<file path="config.mk">
export PLATFORM = sky130hd
export DESIGN_NAME = sar_responder
export DESIGN_NICKNAME = d
export VERILOG_FILES = /design/src/rtl/sar_pkg.sv /design/src/rtl/sar_sync.sv /design/src/rtl/sar_cond.sv /design/src/rtl/sar_engine.sv /design/src/rtl/sar_responder.sv
export SDC_FILE = /design/constraint.sdc
export NUM_CORES = 1
export LEC_CHECK = 0
export ABC_AREA = 1
export BUFFER_PORTS_ARGS = -buffer_cell sky130_fd_sc_hd__buf_4
export CORE_ASPECT_RATIO = 0.7
export CORE_UTILIZATION = 55
export DETAILED_ROUTE_END_ITERATION = 8
export PLACE_DENSITY_LB_ADDON = 0.2
export SETUP_SLACK_MARGIN = 0.5
export SYNTH_ARGS = -nofsm -noshare
export SYNTH_HDL_FRONTEND = slang
export SYNTH_SLANG_ARGS = --single-unit
</file>
<file path="constraint.sdc">
create_clock -name clk -period 2 [get_ports clk]
set_clock_uncertainty 0.05 [all_clocks]
set_input_delay 0 -clock clk [delete_from_list [all_inputs] [get_ports clk]]
set_output_delay 0 -clock clk [all_outputs]
set_load 0.05 [all_outputs]
</file>
<file path="src/rtl/sar_pkg.sv">
package sar_pkg;

   typedef enum logic [2:0] {
      S_IDLE,
      S_ADDR,
      S_ACKQ,
      S_ACK,
      S_DATA,
      S_WAIT
   } sar_state_e;

   // response address 0001100 with read bit set
   localparam logic [7:0] RESP_BYTE = 8'b0001_1001;

endpackage

</file>
<file path="src/rtl/sar_sync.sv">
module sar_sync #(
   parameter int STAGES = 2
) (
   input  logic clk,
   input  logic rst_n,
   input  logic d,
   output logic q
);

   generate
      if (STAGES == 0) begin : g_pass
         assign q = d;
      end else begin : g_chain
         logic [STAGES-1:0] chain;
         always_ff @(posedge clk or negedge rst_n) begin
            if (!rst_n) chain <= '1;
            else        chain <= {chain[STAGES-2 >= 0 ? STAGES-2 : 0:0], d} & {STAGES{1'b1}};
         end
         assign q = chain[STAGES-1];
      end
   endgenerate

endmodule

</file>
<file path="src/rtl/sar_cond.sv">
module sar_cond (
   input  logic clk,
   input  logic rst_n,
   input  logic scl,
   input  logic sda,
   output logic scl_rise,
   output logic scl_fall,
   output logic start,
   output logic stop
);

   logic scl_p;
   logic sda_p;

   always_ff @(posedge clk or negedge rst_n) begin
      if (!rst_n) begin
         scl_p <= 1'b1;
         sda_p <= 1'b1;
      end else begin
         scl_p <= scl;
         sda_p <= sda;
      end
   end

   assign scl_rise = scl & ~scl_p;
   assign scl_fall = ~scl & scl_p;
   assign start    = scl & scl_p & sda_p & ~sda;
   assign stop     = scl & scl_p & ~sda_p & sda;

endmodule

</file>
<file path="src/rtl/sar_engine.sv">
module sar_engine
   import sar_pkg::*;
#(
   parameter logic [6:0] DEV_BASE = 7'b0011000,
   parameter int         STRAP_W  = 3
) (
   input  logic               clk,
   input  logic               rst_n,
   input  logic               scl_rise,
   input  logic               scl_fall,
   input  logic               start,
   input  logic               stop,
   input  logic               sda_in,
   input  logic [STRAP_W-1:0] strap,
   input  logic               resp_en,
   input  logic               pending,
   output logic               sda_drv,
   output logic               win
);

   localparam logic [6:0] STRAP_MASK = 7'((1 << STRAP_W) - 1);

   sar_state_e state;
   logic [2:0] cnt;
   logic [7:0] shreg;
   logic [7:0] tx;
   logic [7:0] rx_next;
   logic [6:0] own_addr;
   logic       tx_bit;

   assign rx_next  = {shreg[6:0], sda_in};
   assign own_addr = (DEV_BASE & ~STRAP_MASK) | (7'(strap) & STRAP_MASK);
   assign tx_bit   = tx[3'd7 - cnt];

   always_ff @(posedge clk or negedge rst_n) begin
      if (!rst_n) begin
         state   <= S_IDLE;
         cnt     <= '0;
         shreg   <= '0;
         tx      <= '0;
         sda_drv <= 1'b0;
         win     <= 1'b0;
      end else begin
         win <= 1'b0;
         if (start) begin
            state   <= S_ADDR;
            cnt     <= '0;
            tx      <= {own_addr, 1'b0};
            sda_drv <= 1'b0;
         end else if (stop) begin
            state   <= S_IDLE;
            sda_drv <= 1'b0;
         end else if (scl_rise) begin
            case (state)
               S_ADDR: begin
                  shreg <= rx_next;
                  cnt   <= cnt + 3'd1;
                  if (cnt == 3'd7) begin
                     if (rx_next == RESP_BYTE && resp_en && pending) state <= S_ACKQ;
                     else                                             state <= S_WAIT;
                  end
               end
               S_DATA: begin
                  cnt <= cnt + 3'd1;
                  if (tx_bit && !sda_in) begin
                     state <= S_WAIT;
                  end else if (cnt == 3'd7) begin
                     win   <= 1'b1;
                     state <= S_WAIT;
                  end
               end
               default: ;
            endcase
         end else if (scl_fall) begin
            case (state)
               S_ACKQ: begin
                  sda_drv <= 1'b1;
                  state   <= S_ACK;
               end
               S_ACK: begin
                  state   <= S_DATA;
                  cnt     <= '0;
                  sda_drv <= ~tx[7];
               end
               S_DATA:  sda_drv <= ~tx_bit;
               default: sda_drv <= 1'b0;
            endcase
         end
      end
   end

endmodule

</file>
<file path="src/rtl/sar_responder.sv">
module sar_responder #(
   parameter int         SYNC_STAGES = 2,
   parameter logic [6:0] DEV_BASE    = 7'b0011000,
   parameter int         STRAP_W     = 3
) (
   input  logic               clk,
   input  logic               rst_n,
   input  logic               scl_i,
   input  logic               sda_i,
   input  logic [STRAP_W-1:0] strap_i,
   input  logic               evt_set_i,
   input  logic               int_mode_i,
   input  logic               act_high_i,
   output logic               sda_oe_o,
   output logic               alert_oe_o,
   output logic               bus_start_o,
   output logic               bus_stop_o
);

   localparam logic [6:0] LOW_MASK = 7'((1 << STRAP_W) - 1);

   generate
      if (STRAP_W < 1 || STRAP_W > 6) begin : g_bad_width
         $error("sar_responder: STRAP_W must lie in 1..6");
      end
      if ((DEV_BASE & LOW_MASK) != 7'd0) begin : g_bad_base
         $error("sar_responder: DEV_BASE low bits must be zero");
      end
      if (SYNC_STAGES < 0 || SYNC_STAGES > 4) begin : g_bad_sync
         $error("sar_responder: SYNC_STAGES must lie in 0..4");
      end
   endgenerate

   logic scl_s;
   logic sda_s;
   logic scl_rise;
   logic scl_fall;
   logic eng_win;
   logic pend;
   logic resp_en;

   sar_sync #(.STAGES(SYNC_STAGES)) u_sync_scl (
      .clk(clk), .rst_n(rst_n), .d(scl_i), .q(scl_s)
   );
   sar_sync #(.STAGES(SYNC_STAGES)) u_sync_sda (
      .clk(clk), .rst_n(rst_n), .d(sda_i), .q(sda_s)
   );

   sar_cond u_cond (
      .clk      (clk),
      .rst_n    (rst_n),
      .scl      (scl_s),
      .sda      (sda_s),
      .scl_rise (scl_rise),
      .scl_fall (scl_fall),
      .start    (bus_start_o),
      .stop     (bus_stop_o)
   );

   assign resp_en = int_mode_i & ~act_high_i;

   sar_engine #(.DEV_BASE(DEV_BASE), .STRAP_W(STRAP_W)) u_eng (
      .clk      (clk),
      .rst_n    (rst_n),
      .scl_rise (scl_rise),
      .scl_fall (scl_fall),
      .start    (bus_start_o),
      .stop     (bus_stop_o),
      .sda_in   (sda_s),
      .strap    (strap_i),
      .resp_en  (resp_en),
      .pending  (pend),
      .sda_drv  (sda_oe_o),
      .win      (eng_win)
   );

   always_ff @(posedge clk or negedge rst_n) begin
      if (!rst_n)         pend <= 1'b0;
      else if (evt_set_i) pend <= 1'b1;
      else if (eng_win)   pend <= 1'b0;
   end

   assign alert_oe_o = pend;

endmodule

</file>
==> impl_metrics.py, run 1 <==
metrics = {
    "logic_synthesis": {
        "syn_area_per_cell_sq_um": 8.117,
        "syn_inst": 162,
        "synth_seq_area_share_pct": 50.05,
        "yosys.area.top_type": "dfrtp_1",
        "synth_top_area_share_pct": 38.06,
        "ys_warn_count": 0,
        "synthArstFlopShare_pct": 100.0,
        "synth_edf_count": 0,
        "synth_area_leaders": "dfrtp_1 38%, nand2_1 17%, dfstp_2 12%",
        "synth-main-ff-cell": "dfrtp_1",
        "synthTopCellsByCount": "59 x nand2_1, 20 x dfrtp_1, 19 x inv_1",
        "syn_nets": 177,
        "syn-cell-area_sq_mm": 0.001315,
        "synth-seq-cells": 26,
        "synth_cell_type_count": 20,
        "synth.most_common_cell": "nand2_1",
    },
    "route": {
        "wl_per_cell_microns": 13.83,
        "post-route-drc-count": 0,
        "detail-route-antenna-nets": 0,
        "drt_iter0_markers": 68,
        "dr.pass1.iters": 4,
        "viasPerCell": 5.113,
        "finalWirelength_microns": 3181,
        "vias": 1176,
    },
    "floorplan": {
        "fp-row-count": 14,
        "start_util_pct": 59.58,
        "die_y_microns": 42.91,
        "pin_count": 14,
        "dieArea_sq_mm": 0.002594,
        "die_width_microns": 60.45,
        "core_area_sq_mm": 0.002207,
    },
    "setup_path": {
        "crit-reg2reg-launch": "u_sync_scl.g_chain.chain[1]",
        "crit_path_end_kind": "flop",
        "cp_common_cell": "nand2_1",
        "rr_worst_depth": 8,
        "required_ps": 2220,
        "crit_chain": "ha_4 -> buf_4 -> nand2_1 -> nor2_2 -> nand3_2 -> nand3_4 -> nand2_1 -> nand2_1",
        "cpMaxStageDelayCell": "dfstp_2",
        "worstPathArrival_ps": 1890,
        "path_delay_family": "flip-flops",
        "critPathMaxFanout": 5,
        "path_buf_inv": 1,
        "rrSetupSlack_ps": 330,
        "worstReg2RegEnd": "u_eng.state[0]",
        "worstSetupPathType": "reg -> reg",
        "cpPeakStageDelay_ps": 630,
        "cp-start-kind": "flop",
    },
    "pwr": {
        "power_switching_share_pct": 39.90,
        "p_per_area_mw_per_mm2": 882.9,
        "comb_power_share_pct": 36.4,
        "internal_power_mw": 0.9441,
        "p_seq_share_pct": 48.7,
        "leakage_nw": 0.8646,
        "power.switching_mw": 0.6267,
        "vdd_drop_max_v": 0.0006860,
        "total_power_mw": 1.571,
        "clkPwrFrac_pct": 14.9,
    },
    "timing": {
        "slew_headroom_pct": 77.62,
        "fin_crit_ps": 1669,
        "rsz0062_at_grt": "true",
        "setup_violations": 0,
        "final_hold_viol_count": 0,
        "max_freq_mhz": 599.2,
        "worst_pin_slew_ps": 335.6,
        "fin_tns_setup_ps": 0,
        "slew_violations": 0,
        "period_share_pct": 83.44,
    },
    "clock_network": {
        "clk_pin_slew_ps": 140,
        "cts_tree": "built",
        "clk_path_buf_depth": 2,
        "cts_sinks": 26,
        "clock_latency_ps": 330,
        "numCtsBuffers": 3,
        "h-tree-depth": 1,
        "root_buffer": "clkbuf_4",
    },
    "global_routing": {
        "grt_pass1_vias": 1129,
        "track_usage_pct": 26.29,
        "antenna_found_initial": 0,
        "grt_first_pass_wirelength_microns": 4933,
        "grt-ovfl-total": 0,
        "grt_start_max_net_pins": 27,
    },
    "finish": {
        "nets": 214,
        "diodes": 0,
        "syn2layout_area_growth_pct": 35.30,
        "drive_above_1_share_pct": 34.34,
    },
    "place": {
        "globalplace.congestion": 0.8649,
        "hpwl_microns": 1931,
        "port_buffers": 13,
    },
    "run": {
        "maxCapViolations": 0,
    },
    "hold_path": {
        "hp-class": "in -> async",
    },
    "outcome": {
        "outcome": "complete, no violations",
    },
}
cell type report:
| cell class | count | area (sq um) |
|---|---|---|
| clock buffer | 4 | 26.28 |
| fill | 131 | 427.9 |
| inverter | 22 | 95.09 |
| multi-input combinational | 113 | 679.4 |
| sequential | 26 | 658.1 |
| tap | 32 | 40.04 |
| timing repair buffer | 33 | 280.3 |
metal layers:
| metal | wire (microns) | global-route usage, % |
|---|---|---|
| met2 | 1557 | 41.32 |
| met4 | 55 | 8.636 |
| met5 | 0 | 0 |
| met3 | 191 | 8.537 |
| met1 | 1377 | 34.19 |
sequential cells by signal, indices dropped and copies added (netlist names):
name and count:
u_eng.shreg 7, u_eng.cnt 3, u_eng.state 3, u_sync_scl.g_chain.chain 2, u_eng.sda_drv 1, u_eng.tx 4
u_sync_sda.g_chain.chain 2, u_cond.sda_p 1, alert_oe_o 1, u_cond.scl_p 1, u_eng.win 1
power groups by stage:
| stage | clock network (mW) | registers [mW] | logic, mW |
|---|---|---|---|
| floorplan | 0 | 0.762 | 0.330 |
| global route | 0.266 | 0.781 | 0.629 |
| global placement | 0 | 0.762 | 0.435 |
| finish | 0.234 | 0.765 | 0.572 |
| detailed placement | 0 | 0.767 | 0.457 |
| CTS | 0.239 | 0.760 | 0.498 |
cell families after synthesis:
family                   Yosys count  synth area share [%]
adder cells (fa/ha/maj)            5                 4.757
AO/OA/AOI/OAI                     15                 5.899
flip-flops                        26                 50.05
AND/OR/NAND/NOR                   93                 32.45
buffers and inverters             23                 6.851
how the worst max path moves through the flow:
stage                          end  depth (start not counted)  slack [ps]                        start
global route        u_eng.state[0]                          9         280               u_eng.state[1]
finish              u_eng.state[0]                          8         330  u_sync_scl.g_chain.chain[1]
CTS                 u_eng.state[0]                          7         380  u_sync_scl.g_chain.chain[1]
floorplan           u_eng.shreg[0]                          7         450  u_sync_sda.g_chain.chain[1]
detailed placement  u_eng.state[0]                          7         220  u_sync_scl.g_chain.chain[1]
global placement    u_eng.shreg[2]                          6         260  u_sync_scl.g_chain.chain[1]
stage by stage:
stage               std cells  setup WS, ps  hold WS (ps)  instance area (sq um)  util (%)
floorplan                 162         448.5        -345.6                   1355         -
global placement          206         261.3        -132.3                   1481     67.12
detailed placement        206         222.1        -127.6                   1481     67.12
CTS                       225         383.8         52.08                   1679     76.08
global route              230         279.9         64.05                   1779     80.61
finish                    230         331.2         62.02                   1779     80.61
cell usage in the layout, fill, tap and decap left out, types with 4 or more instances in the layout:
cell type / instances
nand4_1: 4
nand2_2: 7
o21ai_1: 5
dlygate4sd3_1: 7
inv_1: 14
nand3_1: 6
inv_2: 5
dfrtp_1: 20
buf_4: 24
dfstp_2: 6
nand2_1: 53
nor2_1: 12
timing repair:
item                       in CTS  in global routing
hold buffers                    7                  0
gates resized for setup        12                 15
hold endpoints to repair       32                  0
buffers inserted                8                  5
setup endpoints to repair      16                 16
pin swaps                      18                 10
No activity file was read; power rests on OpenSTA's default activity.
==> inputs of run 2 (changes only) <==
==> constraint.sdc (replaced) <==
create_clock -name clk -period 1.75 [get_ports clk]
set_clock_uncertainty 0.05 [all_clocks]
set_input_delay 0 -clock clk [delete_from_list [all_inputs] [get_ports clk]]
set_output_delay 0 -clock clk [all_outputs]
set_load 0.05 [all_outputs]
==> impl_metrics.py, run 2 (synthesis results as in run 1) <==
metrics = {
    "outcome": {
        "outcome": "complete, no violations",
    },
    "finish": {
        "final_area_sq_mm": 0.001838,
        "seq_area_sq_um": 658.1,
        "fin_util_pct": 83.28,
        "nets": 218,
        "multi_input_comb_area_sq_um": 685.7,
        "final_common_cell": "nand2_1",
        "syn2layout_area_growth_pct": 39.77,
        "diodes": 0,
        "largest_reg_flops": 7,
        "fill_cells": 124,
        "max_flop_register": "u_eng.shreg",
        "final_cell_mix": "49 x nand2_1, 22 x buf_4, 20 x dfrtp_1, 13 x inv_1, 12 x nor2_1",
        "drive_above_1_share_pct": 38.12,
        "reg_top3": "u_eng.shreg (7), u_eng.tx (4)",
    },
    "setup_path": {
        "crit-reg2reg-launch": "u_eng.state[0]",
        "cpPeakStageDelay_ps": 520,
        "crit_chain": "nand2_1 -> nor2_1 -> inv_1 -> o21ai_1 -> o21ai_2 -> nand2_1 -> o21ai_0",
        "cpMaxStageDelayCell": "dfrtp_1",
        "rr_worst_depth": 7,
        "rrSetupSlack_ps": 40,
        "cp-start-kind": "flop",
        "worstReg2RegEnd": "u_eng.cnt[0]",
        "required_ps": 1920,
        "critPathMaxFanout": 6,
        "worstSetupPathType": "reg -> reg",
        "worstPathArrival_ps": 1870,
        "cp_common_cell": "nand2_1",
        "crit_path_end_kind": "flop",
    },
    "route": {
        "viasPerCell": 5.308,
        "wirelength_met1_microns": 1366,
        "dr_wl_met3_microns": 256,
        "dr.pass1.iters": 4,
        "vias": 1242,
        "finalWirelength_microns": 3382,
        "drt_iter0_markers": 105,
        "detail-route-antenna-nets": 0,
        "wl_met2_microns": 1682,
        "post-route-drc-count": 0,
        "wl_per_cell_microns": 14.45,
        "highest_layer": "met4",
    },
    "run": {
        "maxCapViolations": 0,
    },
    "timing": {
        "whs_ps": 28.91,
        "max_freq_mhz": 586.0,
        "fin_crit_ps": 1706,
        "slew_headroom_pct": 77.43,
        "worst_pin_slew_ps": 338.5,
        "slew_violations": 0,
        "rsz0062_at_grt": "true",
        "final_hold_viol_count": 0,
        "fin_tns_setup_ps": 0,
        "period_share_pct": 97.51,
        "setup_violations": 0,
    },
    "clock_network": {
        "clk_path_buf_depth": 2,
        "clock_latency_ps": 340,
        "root_buffer": "clkbuf_4",
        "cts_tree": "built",
        "cts_sinks": 26,
        "h-tree-depth": 1,
        "clk_pin_slew_ps": 140,
        "numCtsBuffers": 3,
    },
    "floorplan": {
        "pin_count": 14,
        "core_area_sq_mm": 0.002207,
        "die_y_microns": 42.91,
        "dieArea_sq_mm": 0.002594,
        "die_width_microns": 60.45,
        "fp-row-count": 14,
        "start_util_pct": 59.58,
    },
    "pwr": {
        "total_power_mw": 1.857,
        "p_per_area_mw_per_mm2": 1011,
        "vdd_drop_max_v": 0.0006942,
        "leakage_nw": 0.8838,
    },
    "global_routing": {
        "antenna_found_initial": 0,
        "grt_first_pass_wirelength_microns": 4754,
        "grt-ovfl-total": 0,
        "track_usage_pct": 25.61,
        "grt_pass1_vias": 1154,
        "grt_start_max_net_pins": 27,
    },
    "place": {
        "globalplace.congestion": 0.8520,
        "port_buffers": 13,
        "placed_area_sq_mm": 0.001496,
        "hpwl_microns": 1864,
    },
    "hold_path": {
        "hp-class": "in -> async",
    },
}
-- run 2: layer usage --
metal,global-route usage (%),vias up
met4,12.27,0
met5,0,-
met2,42.64,60
met1,29.70,584
li1,-,586
met3,7.927,12
-- run 2: how the worst max path moves through the flow --
stage	from	to	slack (ps)	cells after the start
5_1_grt	u_sync_scl.g_chain.chain[1]	u_eng.state[0]	2	8
3_3_place_gp	u_sync_scl.g_chain.chain[1]	u_eng.shreg[0]	70	6
4_1_cts	u_sync_scl.g_chain.chain[1]	bus_start_o	130	5
2_1_floorplan	u_sync_sda.g_chain.chain[1]	u_eng.shreg[0]	200	7
6_report	u_eng.state[0]	u_eng.cnt[0]	40	7
3_5_place_dp	u_sync_scl.g_chain.chain[1]	u_eng.state[0]	8	10
-- run 2: where the power goes --
part | internal (mW) | total [mW] | switching (mW)
Clock | 0.0897 | 0.272 | 0.182
Sequential | 0.738 | 0.881 | 0.144
Combinational | 0.271 | 0.704 | 0.433
Total | 1.10 | 1.86 | 0.759
-- run 2: final cells by class --
type / count / share of cell area [%]
timing repair buffer: 37 / 18.11
sequential: 26 / 35.81
inverter: 22 / 5.174
tap: 32 / 2.178
clock buffer: 4 / 1.430
multi-input combinational: 113 / 37.30
-- run 2: critical path: cells and delay by family (launching register included) --
family	cells	cell delay (ps)
AO/OA/AOI/OAI	3	430
buffers and inverters	1	130
flip-flops	1	520
AND/OR/NAND/NOR	3	450
-- run 2: what timing repair did --
item / 4_1_cts / 5_1_grt
endpoints found under the hold margin: 32 / 0
setup buffers: 8 / 7
pin swaps: 18 / 8
gates resized for setup: 17 / 22
hold buffers: 7 / 0
endpoints found under the setup margin: 21 / 21
-- run 2: stage by stage --
step           setup WS [ps]  instances
6_report               43.51        234
5_1_grt                2.390        234
4_1_cts                133.8        227
3_5_place_dp           8.264        208
3_3_place_gp           69.95        208
2_1_floorplan          198.5        162
